**config.mk**
```make
export PLATFORM = sky130hd
export DESIGN_NAME = sio_port
export DESIGN_NICKNAME = d
export VERILOG_FILES = /design/src/rtl/sio_pkg.sv /design/src/rtl/sio_rate_div.sv /design/src/rtl/sio_edge_sync.sv /design/src/rtl/sio_shifter.sv /design/src/rtl/sio_port.sv
export SDC_FILE = /design/constraint.sdc
export NUM_CORES = 1
export LEC_CHECK = 0
export BUFFER_PORTS_ARGS = -buffer_cell sky130_fd_sc_hd__buf_4
export CAP_MARGIN = 20
export CORE_ASPECT_RATIO = 1.4
export CORE_MARGIN = 1.5
export CORE_UTILIZATION = 45
export CTS_BUF_LIST = sky130_fd_sc_hd__clkbuf_8
export CTS_CLUSTER_SIZE = 10
export DETAILED_ROUTE_END_ITERATION = 10
export PLACE_DENSITY_LB_ADDON = 0.25
export SLEW_MARGIN = 20
export SYNTH_ARGS = -nofsm -noshare
export SYNTH_HDL_FRONTEND = slang
export SYNTH_SLANG_ARGS = --single-unit
export TNS_END_PERCENT = 5
```
**constraint.sdc**
```tcl
create_clock -name clk -period 2.6 [get_ports clk]
set_input_delay 0.65 -clock clk [delete_from_list [all_inputs] [get_ports clk]]
set_output_delay 0.65 -clock clk [all_outputs]
set_load 0.05 [all_outputs]
```
**src/rtl/sio_pkg.sv**
```systemverilog
package sio_pkg;
    typedef enum logic [1:0] {
        ST_IDLE     = 2'd0,
        ST_INT_LOW  = 2'd1,
        ST_INT_HIGH = 2'd2,
        ST_EXT_RUN  = 2'd3
    } sio_state_e;
endpackage

```
**src/rtl/sio_rate_div.sv**
```systemverilog
module sio_rate_div #(
    parameter int DIV_FAST = 4,
    parameter int DIV_SLOW = 8
) (
    input  logic clk,
    input  logic rst_n,
    input  logic clr,
    input  logic run,
    input  logic tick,
    input  logic fast,
    output logic half_done
);
    localparam int HALF_FAST = DIV_FAST / 2;
    localparam int HALF_SLOW = DIV_SLOW / 2;
    localparam int CW = $clog2(HALF_SLOW) + 1;

    logic [CW-1:0] cnt_q;
    logic [CW-1:0] limit;

    assign limit     = fast ? CW'(HALF_FAST - 1) : CW'(HALF_SLOW - 1);
    assign half_done = run && tick && (cnt_q == limit);

    always_ff @(posedge clk or negedge rst_n) begin
        if (!rst_n) begin
            cnt_q <= '0;
        end else if (clr) begin
            cnt_q <= '0;
        end else if (run && tick) begin
            cnt_q <= (cnt_q == limit) ? '0 : cnt_q + 1'b1;
        end
    end
endmodule

```
**src/rtl/sio_edge_sync.sv**
```systemverilog
module sio_edge_sync #(
    parameter int STAGES = 2
) (
    input  logic clk,
    input  logic rst_n,
    input  logic async_in,
    output logic rise,
    output logic fall
);
    logic [STAGES:0] chain_q;

    always_ff @(posedge clk or negedge rst_n) begin
        if (!rst_n) begin
            chain_q <= '1;
        end else begin
            chain_q <= {chain_q[STAGES-1:0], async_in};
        end
    end

    assign rise = chain_q[STAGES-1] & ~chain_q[STAGES];
    assign fall = ~chain_q[STAGES-1] & chain_q[STAGES];
endmodule

```
**src/rtl/sio_shifter.sv**
```systemverilog
module sio_shifter #(
    parameter int WIDTH = 8
) (
    input  logic             clk,
    input  logic             rst_n,
    input  logic             load,
    input  logic [WIDTH-1:0] load_data,
    input  logic             cnt_clr,
    input  logic             fall_stb,
    input  logic             rise_stb,
    input  logic             sdi,
    output logic [WIDTH-1:0] data,
    output logic             sdo,
    output logic             last
);
    localparam int BW = $clog2(WIDTH);

    logic [WIDTH-1:0] data_q;
    logic [BW-1:0]    bit_q;
    logic             sdo_q;

    always_ff @(posedge clk or negedge rst_n) begin
        if (!rst_n) begin
            data_q <= '0;
        end else if (load) begin
            data_q <= load_data;
        end else if (rise_stb) begin
            data_q <= {sdi, data_q[WIDTH-1:1]};
        end
    end

    always_ff @(posedge clk or negedge rst_n) begin
        if (!rst_n) begin
            bit_q <= '0;
        end else if (cnt_clr) begin
            bit_q <= '0;
        end else if (rise_stb) begin
            bit_q <= bit_q + 1'b1;
        end
    end

    always_ff @(posedge clk or negedge rst_n) begin
        if (!rst_n) begin
            sdo_q <= 1'b1;
        end else if (fall_stb) begin
            sdo_q <= data_q[0];
        end
    end

    assign data = data_q;
    assign sdo  = sdo_q;
    assign last = (bit_q == BW'(WIDTH - 1));
endmodule

```
**src/rtl/sio_port.sv**
```systemverilog
module sio_port
    import sio_pkg::*;
#(
    parameter int NIB_W       = 4,
    parameter int DIV_FAST    = 4,
    parameter int DIV_SLOW    = 8,
    parameter int SYNC_STAGES = 2
) (
    input  logic             clk,
    input  logic             rst_n,
    input  logic             instr_tick,
    input  logic             ld_en,
    input  logic [NIB_W-1:0] ld_lo,
    input  logic [NIB_W-1:0] ld_hi,
    output logic [NIB_W-1:0] rd_lo,
    output logic [NIB_W-1:0] rd_hi,
    input  logic             mode_wr,
    input  logic [1:0]       mode_in,
    input  logic             start,
    input  logic             flag_clr,
    input  logic             sck_in,
    output logic             sck_out,
    output logic             sck_oe,
    input  logic             sdi,
    output logic             sdo,
    output logic             done,
    output logic             flag
);
    localparam int DATA_W = 2 * NIB_W;

    sio_state_e        state_q, state_d;
    logic              int_sel_q, fast_q;
    logic              flag_q, done_q;
    logic              busy, idle;
    logic              half_done, ext_rise, ext_fall, last;
    logic              fall_stb, rise_stb, fin, div_clr, cnt_clr, div_run;
    logic [DATA_W-1:0] data;

    assign idle    = (state_q == ST_IDLE);
    assign busy    = !idle;
    assign div_run = (state_q == ST_INT_LOW) || (state_q == ST_INT_HIGH);

    sio_rate_div #(.DIV_FAST(DIV_FAST), .DIV_SLOW(DIV_SLOW)) u_div (
        .clk(clk), .rst_n(rst_n), .clr(div_clr), .run(div_run),
        .tick(instr_tick), .fast(fast_q), .half_done(half_done)
    );

    sio_edge_sync #(.STAGES(SYNC_STAGES)) u_sync (
        .clk(clk), .rst_n(rst_n), .async_in(sck_in),
        .rise(ext_rise), .fall(ext_fall)
    );

    sio_shifter #(.WIDTH(DATA_W)) u_shift (
        .clk(clk), .rst_n(rst_n), .load(ld_en && idle),
        .load_data({ld_hi, ld_lo}), .cnt_clr(cnt_clr),
        .fall_stb(fall_stb), .rise_stb(rise_stb), .sdi(sdi),
        .data(data), .sdo(sdo), .last(last)
    );

    // State register
    always_ff @(posedge clk or negedge rst_n) begin
        if (!rst_n) begin
            state_q <= ST_IDLE;
        end else begin
            state_q <= state_d;
        end
    end

    // Next-state logic
    always_comb begin
        state_d = state_q;
        unique case (state_q)
            ST_IDLE: begin
                if (start) state_d = int_sel_q ? ST_INT_LOW : ST_EXT_RUN;
            end
            ST_INT_LOW: begin
                if (half_done) state_d = last ? ST_IDLE : ST_INT_HIGH;
            end
            ST_INT_HIGH: begin
                if (half_done) state_d = ST_INT_LOW;
            end
            ST_EXT_RUN: begin
                if (ext_rise && last) state_d = ST_IDLE;
            end
            default: state_d = ST_IDLE;
        endcase
    end

    // Output strobes
    always_comb begin
        fall_stb = 1'b0;
        rise_stb = 1'b0;
        fin      = 1'b0;
        div_clr  = 1'b0;
        cnt_clr  = 1'b0;
        unique case (state_q)
            ST_IDLE: begin
                if (start) begin
                    cnt_clr  = 1'b1;
                    div_clr  = 1'b1;
                    fall_stb = int_sel_q;
                end
            end
            ST_INT_LOW: begin
                if (half_done) begin
                    rise_stb = 1'b1;
                    fin      = last;
                end
            end
            ST_INT_HIGH: begin
                fall_stb = half_done;
            end
            ST_EXT_RUN: begin
                fall_stb = ext_fall;
                if (ext_rise) begin
                    rise_stb = 1'b1;
                    fin      = last;
                end
            end
            default: ;
        endcase
    end

    // Mode register, frozen during a transfer
    always_ff @(posedge clk or negedge rst_n) begin
        if (!rst_n) begin
            int_sel_q <= 1'b0;
            fast_q    <= 1'b0;
        end else if (mode_wr && idle) begin
            int_sel_q <= mode_in[1];
            fast_q    <= mode_in[0];
        end
    end

    // Completion pulse and sticky flag
    always_ff @(posedge clk or negedge rst_n) begin
        if (!rst_n) begin
            flag_q <= 1'b0;
            done_q <= 1'b0;
        end else begin
            done_q <= fin;
            if (fin) begin
                flag_q <= 1'b1;
            end else if (flag_clr || (start && idle)) begin
                flag_q <= 1'b0;
            end
        end
    end

    assign sck_out = (state_q != ST_INT_LOW);
    assign sck_oe  = int_sel_q;
    assign rd_lo   = data[NIB_W-1:0];
    assign rd_hi   = data[DATA_W-1:NIB_W];
    assign done    = done_q;
    assign flag    = flag_q;
endmodule

```
==> reports/results.ini, run 1 <==
[floorplanning]
start_util_pct = 48.95
die_h_um = 64
fp.coreArea_um2 = 2444
core.rowCount = 21
io_pins = 32
die_x_um = 46.58
die_area_um2 = 2981

[clock_network]
path_clk_slew_ns = 0.08
clkSinkCount = 24
cts_tree = done
clock_latency_ns = 0.27
htree_levels = 1
cts_buffers = 3
ctsResizeCount = 0
clk_path_buf_depth = 2
postCtsSetupBuffers = 0
hold_buffers = 0
cts_root_buffer = clkbuf_8

[setup_path]
start_kind = flop
cp-end-kind = output pin
worst_ep_arrival_time_ns = 1.34
crit_fanout = 6
required_ns = 1.95
criticalPathCategory = flop to output pin

[cells_and_area]
fin_nets = 170
fin_cells = 176
fin_area_um2 = 1535
layout_common_cells = buf_4 (32), dfrtp_1 (20), nor2_1 (15)
diodes = 0
drive_gt1_share_pct = 30.99
utilization_pct = 62.83
final.fill_count = 205
final_common_cell = buf_4
seqCellArea_um2 = 605.6
area_growth_pct = 28.35
multi_input_area_um2 = 556.8

[place]
dpl_cell_area_um2 = 1464
place_congestion = 0.8153
numPortBuffers = 31
dp_hpwl_um = 1838
dp_cells = 172

[run]
cap_violations = 0

[sta]
skew_ns = 0.004667
worst_slew_pin_slew_ns = 0.4596
setup_viol = 0
whs_ns = 0.2661
fin_crit_sh_pct = 76.50
final.min_clock_period_ns = 1.989
drv_slew = 0
clock.fmax_mhz = 502.8
hold_violations = 0
slew_headroom_pct = 69.29
rsz0062_at_grt = no
tns_ns = 0

[power_and_ir_drop]
ir_worst_vdd_mv = 0.7516
powerDensity_nw_per_um2 = 1290
cellLeakagePower_nw = 0.8028

[synth]
syn_nets = 136
synth-seq-cells = 24
ys_seq_area_share_pct = 50.63
syn-mean-instance-area_um2 = 10.97
synth.distinct_cells = 27
synthesis.area_um2 = 1196
synth_cells = 109
ys_warn_count = 0

[global_route]
grt.total_usage_pct = 19.57
grt_pass1_wl_um = 4181
antenna_found_initial = 0
grt_pass1_vias = 983
grt_max_degree = 25
grt-ovfl-total = 0

[routing]
drtPass1Iterations = 4
vias = 909
wire_per_inst_um = 13.68
ant_nets = 0
drc_errors = 0
wirelength_um = 2408
first_iter_violations = 6
routed_via_density = 5.165

[min_path]
worstHoldPathType = input pin to asynchronous set/reset pin

[status]
outcome = finished, final reports clean

-- through the flow --
stage	setup slack, ns	power, mW
5_1_grt	0.5160	2.109
3_3_place_gp	0.7097	1.631
2_1_floorplan	0.7563	1.377
3_5_place_dp	0.6452	1.664
4_1_cts	0.6138	1.995
6_report	0.6111	1.980
-- critical path, stage by stage, from the launching register on --
cell,delay (ns)
dfrtp_1,0.42
inv_1,0.11
ha_1,0.28
inv_1,0.06
buf_4,0.19
-- worst paths after layout --
kind	depth (start not counted)	endpoint	startpoint	slack, ns
max	4	sck_out	state_q[1]	0.61
min	1	u_shift.bit_q[0]	rst_n	0.27
max reg2reg	6	state_q[1]	state_q[1]	0.63
min reg2reg	0	u_sync.chain_q[1]	u_sync.chain_q[0]	0.36
max in group asynchronous	1	u_shift.sdo	rst_n	2.05
min in group clk	0	u_sync.chain_q[1]	u_sync.chain_q[0]	0.36
-- power by group --
group,internal [mW],switching (mW),leakage (nW)
sequential,0.520,0.122,0.285
clock,0.206,0.116,0.0357
combinational,0.375,0.641,0.482
total,1.10,0.879,0.803
-- kinds of logic (layout without fill, tap and decap cells) --
kind of cell / Yosys count / count (layout) / share of synthesized area [%]
multiplexers: 15 / 15 / 12.97
buffers and inverters: 8 / 41 / 2.825
flip-flops: 24 / 24 / 50.63
XOR/XNOR: 3 / 3 / 2.825
AND/OR/NAND/NOR: 31 / 31 / 12.55
AO/OA/AOI/OAI: 20 / 20 / 9.834
adder cells (fa/ha/maj): 8 / 8 / 8.369
-- flip-flops by register name, summed over array words and instances, names as in the netlist, 2 cells and up --
signal and flops:
u_div.cnt_q 3, u_shift.bit_q 3, u_sync.chain_q 3, u_shift.data 8
state_q 2
-- layer usage --
layer	GRT usage, %	vias up	wire (um)
li1	-	443	-
met1	20.96	432	928
met2	34.72	28	1297
met3	3.672	6	111
met4	8.929	0	70
met5	0	-	0
-- cell usage after synthesis --
| cell type | instances | share of area, % |
|---|---|---|
| inv_1 | 5 | 1.6 |
| mux2_2 | 3 | 2.8 |
| clkbuf_1 | 2 | 0.63 |
| dfstp_2 | 4 | 8.8 |
| ha_1 | 8 | 8.4 |
| mux2i_1 | 11 | 9.2 |
| a21o_1 | 1 | 0.63 |
| a21oi_1 | 14 | 5.9 |
| and3b_1 | 1 | 0.73 |
| mux2_1 | 1 | 0.94 |
| nand3b_1 | 2 | 1.3 |
| nor2_1 | 15 | 4.7 |
| a2bb2oi_1 | 1 | 0.73 |
| xor2_2 | 1 | 1.4 |
| and4b_1 | 1 | 0.84 |
| and2_1 | 2 | 1.0 |
| nand2_1 | 5 | 1.6 |
| a31oi_1 | 1 | 0.52 |
| a221o_1 | 1 | 0.84 |
| a211oi_1 | 1 | 0.63 |
| nand3_1 | 3 | 1.3 |
| xor2_1 | 2 | 1.5 |
| nor3b_1 | 1 | 0.63 |
| buf_4 | 1 | 0.63 |
| nand4_1 | 1 | 0.52 |
| o21bai_1 | 1 | 0.63 |
| dfrtp_1 | 20 | 42 |
-- cell type report --
type                       instances  area share, %
clock buffer                       3          2.689
clock inverter                     1          1.956
inverter                           5          1.222
multi-input combinational         77          36.27
sequential                        24          39.45
tap                               34          2.771
timing repair buffer              32          15.65
Note: power is estimated with default switching activity, not from simulation.
==> run 2, diff against run 1 <==
==> constraint.sdc (replaced) <==
create_clock -name clk -period 1.9 [get_ports clk]
set_input_delay 0.475 -clock clk [delete_from_list [all_inputs] [get_ports clk]]
set_output_delay 0.475 -clock clk [all_outputs]
set_load 0.05 [all_outputs]
==> reports/results.ini, run 2 (synthesis gave the netlist of run 1 again) <==
[run]
cap_violations = 0

[power_and_ir_drop]
power_frac_comb_pct = 56.5
p_switching_mw = 1.278
power_mw = 2.828
power_frac_seq_pct = 31.2
cellLeakagePower_nw = 0.8356
power_frac_clock_pct = 12.3
swShare_pct = 45.20
intPower_mw = 1.550
powerDensity_nw_per_um2 = 1740
ir_worst_vdd_mv = 1.062

[clock_network]
clk_path_buf_depth = 2
htree_levels = 1
clkSinkCount = 24
cts_root_buffer = clkbuf_8
clock_latency_ns = 0.27
cts_tree = done
hold_buffers = 0
path_clk_slew_ns = 0.08
cts_buffers = 3

[routing]
wire_per_inst_um = 13.66
drtPass1Iterations = 5
wirelength_um = 2513
vias = 955
drc_errors = 0
first_iter_violations = 33
routed_via_density = 5.190
ant_nets = 0

[cells_and_area]
layout_common_cells = buf_4 (38), dfrtp_1 (20), nor2_1 (15)
area_growth_pct = 35.88
final.fill_count = 195
drive_gt1_share_pct = 40.00
fin_nets = 178
diodes = 0
fin_area_um2 = 1625
final_common_cell = buf_4
largest_reg_flops = 8
fin_cells = 184

[global_route]
grt_pass1_wl_um = 4029
grt-ovfl-total = 0
grt.total_usage_pct = 18.53
antenna_found_initial = 0
grt_max_degree = 25
grt_pass1_vias = 944

[floorplanning]
io_pins = 32
fp.coreArea_um2 = 2444
start_util_pct = 48.95
die_area_um2 = 2981
die_x_um = 46.58
core.rowCount = 21
die_h_um = 64

[sta]
fin_crit_sh_pct = 97.36
slew_headroom_pct = 69.64
drv_slew = 0
clock.fmax_mhz = 540.6
final.min_clock_period_ns = 1.850
tns_ns = 0
fin_ws_ns = 0.05018
skew_ns = 0.003942
setup_viol = 0
worst_slew_pin_slew_ns = 0.4543
hold_violations = 0

[setup_path]
path_depth = 6
start_kind = flop
cp_num_buf_inv = 1
reg2reg_depth = 6
required_ns = 2.06
criticalPathCategory = flop to flop
crit_chain = inv_2 > ha_4 > and4b_2 > a21oi_2 > a221o_1 > mux2_1
critPathMaxStageDelay_ns = 0.41
cp-end-kind = flop
path_delay_family = flip-flops
worst_path_max_delay_cell = dfrtp_1
worst_ep_arrival_time_ns = 2.01
crit_fanout = 4

[place]
dp_hpwl_um = 1780
dp_cells = 175
place_congestion = 0.8015
numPortBuffers = 31
dpl_cell_area_um2 = 1486
place_ws_ns = 0.03547

[min_path]
worstHoldPathType = input pin to asynchronous set/reset pin

[status]
outcome = finished, final reports clean

==> run 2: what timing repair did <==
item	CTS	global route
setup buffers	0	4
gates resized for setup	0	15
endpoints found under the setup margin	0	12
==> run 2: final timing paths <==
check	startpoint	to	slack, ns
setup reg to reg	state_q[1]	state_q[1]	0.05
min in group clk	sck_in	u_sync.chain_q[0]	0.30
hold reg to reg	u_sync.chain_q[0]	u_sync.chain_q[1]	0.36
setup / recovery	state_q[1]	state_q[1]	0.05
max in group asynchronous	rst_n	u_sync.chain_q[2]	1.53
hold / removal	rst_n	done	0.09
==> run 2: power groups by stage <==
stage	sequential, mW	combinational, mW	clock, mW
2_1_floorplan	1.22	0.664	0
3_3_place_gp	0.880	1.40	0
3_5_place_dp	0.886	1.43	0
4_1_cts	0.878	1.44	0.351
5_1_grt	0.908	1.73	0.370
6_report	0.882	1.60	0.348
==> run 2: worst register-to-register path, delay by kind of cell, from the launching register on <==
kind	cells	cell delay, ns
buf+inv	1	0.08
compound gates	2	0.36
simple gates	1	0.31
fa+ha+maj	1	0.26
flops	1	0.41
mux	1	0.31
==> run 2: per-stage QoR <==
step	util [%]	hold slack, ns
CTS	63.08	0.09544
detailed placement	60.83	0.3482
finish	66.51	0.09065
global placement	60.83	0.3457
floorplan	-	0.1794
global route	66.51	0.1068
==> run 2: final cells by class <==
cell class / instances / area (um^2) / area share, %
clock buffers: 4 / 55.05 / 3.387
well taps: 34 / 42.54 / 2.617
multi-input cells: 77 / 595.6 / 36.64
inverters: 5 / 18.77 / 1.155
flip-flops and latches: 24 / 605.6 / 37.26
repair buffers: 40 / 307.8 / 18.94
==> run 2: layer usage <==
layer / vias to the layer above / wire (um) / track usage (%)
met4: 0 / 85 / 10.71
met1: 455 / 1007 / 21.40
met2: 34 / 1307 / 30.73
met5: - / 0 / 0
li1: 459 / - / -
met3: 7 / 113 / 2.825
==> run 3, diff against run 2 <==
--- a/config.mk
+++ b/config.mk
@@ -8,9 +8,9 @@
 export BUFFER_PORTS_ARGS = -buffer_cell sky130_fd_sc_hd__buf_4
 export CAP_MARGIN = 20
 export CORE_ASPECT_RATIO = 1.4
-export CORE_MARGIN = 1.5
 export CORE_UTILIZATION = 45
 export CTS_BUF_LIST = sky130_fd_sc_hd__clkbuf_8
+export CTS_CLUSTER_DIAMETER = 80
 export CTS_CLUSTER_SIZE = 10
 export DETAILED_ROUTE_END_ITERATION = 10
 export PLACE_DENSITY_LB_ADDON = 0.25
==> reports/results.ini, run 3 (synthesis gave the netlist of run 1 again) <==
[sta]
tns_ns = 0
whs_ns = 0.09184
final.min_clock_period_ns = 1.859
fin_ws_ns = 0.04089
slew_headroom_pct = 68.90
drv_slew = 0
fin_crit_sh_pct = 97.85
worst_slew_pin_slew_ns = 0.4654
setup_viol = 0
skew_ns = 0.005694
hold_violations = 0
rsz0062_at_grt = yes
clock.fmax_mhz = 537.9

[cells_and_area]
largest_reg_flops = 8
seqCellArea_um2 = 605.6
area_growth_pct = 34.21
drive_gt1_share_pct = 38.26
final_common_cell = buf_4
fin_cells = 183
fin_nets = 177
multi_input_area_um2 = 596.8
layout_common_cells = buf_4 (38), dfrtp_1 (20), nor2_1 (15)
diodes = 0
fin_area_um2 = 1605
final.fill_count = 193

[clock_network]
cts_root_buffer = clkbuf_8
htree_levels = 1
cts_tree = done
clk_path_buf_depth = 2
hold_buffers = 0
clkSinkCount = 24
path_clk_slew_ns = 0.08
cts_buffers = 3
clock_latency_ns = 0.26

[global_route]
grt_pass1_wl_um = 4229
antenna_found_initial = 0
grt.total_usage_pct = 20.02
grt_use_met2_pct = 33.39
grt-ovfl-total = 0
grt_util_met3_pct = 2.023
top_usage_layer = met2
grt_max_degree = 25
use_met1_pct = 25.81
grt_pass1_vias = 960

[place]
place_congestion = 0.7860
dpl_cell_area_um2 = 1486
place_ws_ns = 0.02050
dp_hpwl_um = 1879
numPortBuffers = 31
dp_cells = 175

[floorplanning]
start_util_pct = 48.95
io_pins = 32
fp.coreArea_um2 = 2444
core.rowCount = 21
die_h_um = 63
die_x_um = 45.58
die_area_um2 = 2871

[setup_path]
crit_fanout = 6
reg2reg_depth = 6
required_ns = 1.42
reg2reg_to = state_q[1]
worst_ep_arrival_time_ns = 1.38
start_kind = flop
r2r-start = state_q[1]
criticalPathCategory = flop to output pin
reg2reg_setup_slack_ns = 0.05
cp-end-kind = output pin

[routing]
drtPass1Iterations = 5
vias = 959
drc_errors = 0
first_iter_violations = 14
wirelength_um = 2681
routed_via_density = 5.240
wire_per_inst_um = 14.65
ant_nets = 0

[status]
outcome = finished, final reports clean

[power_and_ir_drop]
powerDensity_nw_per_um2 = 1741
ir_worst_vdd_mv = 0.9743
cellLeakagePower_nw = 0.8285

[min_path]
worstHoldPathType = input pin to asynchronous set/reset pin

[run]
cap_violations = 0

run 3: cell count changes in the layout (fill, tap and decap cells not counted), sizes merged:
cell	delta
inv	+1
buf	-1
clkbuf	-1
run 3: worst max path at each step:
stage                          start         endpoint  slack, ns  cells after the start
final                     state_q[1]          sck_out       0.04                      4
after floorplan           state_q[0]  u_shift.data[1]       0.06                      7
after detailed placement  state_q[1]  u_shift.data[2]       0.02                      7
after global placement    state_q[1]  u_shift.data[2]       0.07                      7
after global routing      state_q[1]          sck_out      -0.04                      4
after CTS                 state_q[1]  u_shift.data[2]       0.02                      7
run 3: through the flow:
step                power [mW]  util, %
finish                   2.795    65.69
global route             2.980    65.69
CTS                      2.639    62.67
detailed placement       2.333    60.83
global placement         2.277    60.83
floorplan                1.884        -
run 3: report_power, final:
group | internal [mW] | switching [mW] | total [mW]
sequential | 0.712 | 0.166 | 0.877
combinational | 0.655 | 0.961 | 1.62
clock | 0.144 | 0.157 | 0.301
run 3: worst max-delay path, cell delays in order, from the launching register on:
cell     delay, ns
dfrtp_1       0.42
inv_2         0.11
ha_1          0.33
inv_1         0.08
buf_4         0.19
run 3: area by class of cell:
| cell class | count | share of cell area, % |
|---|---|---|
| inverter | 5 | 1.169 |
| multi-input combinational | 77 | 37.18 |
| sequential | 24 | 37.72 |
| tap | 34 | 2.650 |
| timing repair buffer | 39 | 18.47 |
| clock inverter | 1 | 0.2338 |
| clock buffer | 3 | 2.572 |
run 3: what timing repair did:
action / in CTS / in global routing
setup endpoints to repair: 1 / 11
endpoints found under the hold margin: 0 / 0
resized for setup: 1 / 12
gates cloned: 0 / 1
pin swaps: 0 / 2
setup buffers: 0 / 3
run 3: layer usage:
| metal | vias up | share of wire, % | routed length [um] |
|---|---|---|---|
| met5 | - | 0 | 0 |
| met4 | 0 | 3.2 | 87 |
| met3 | 6 | 3.9 | 105 |
| met2 | 34 | 54 | 1441 |
| met1 | 461 | 39 | 1047 |
| li1 | 458 | - | - |
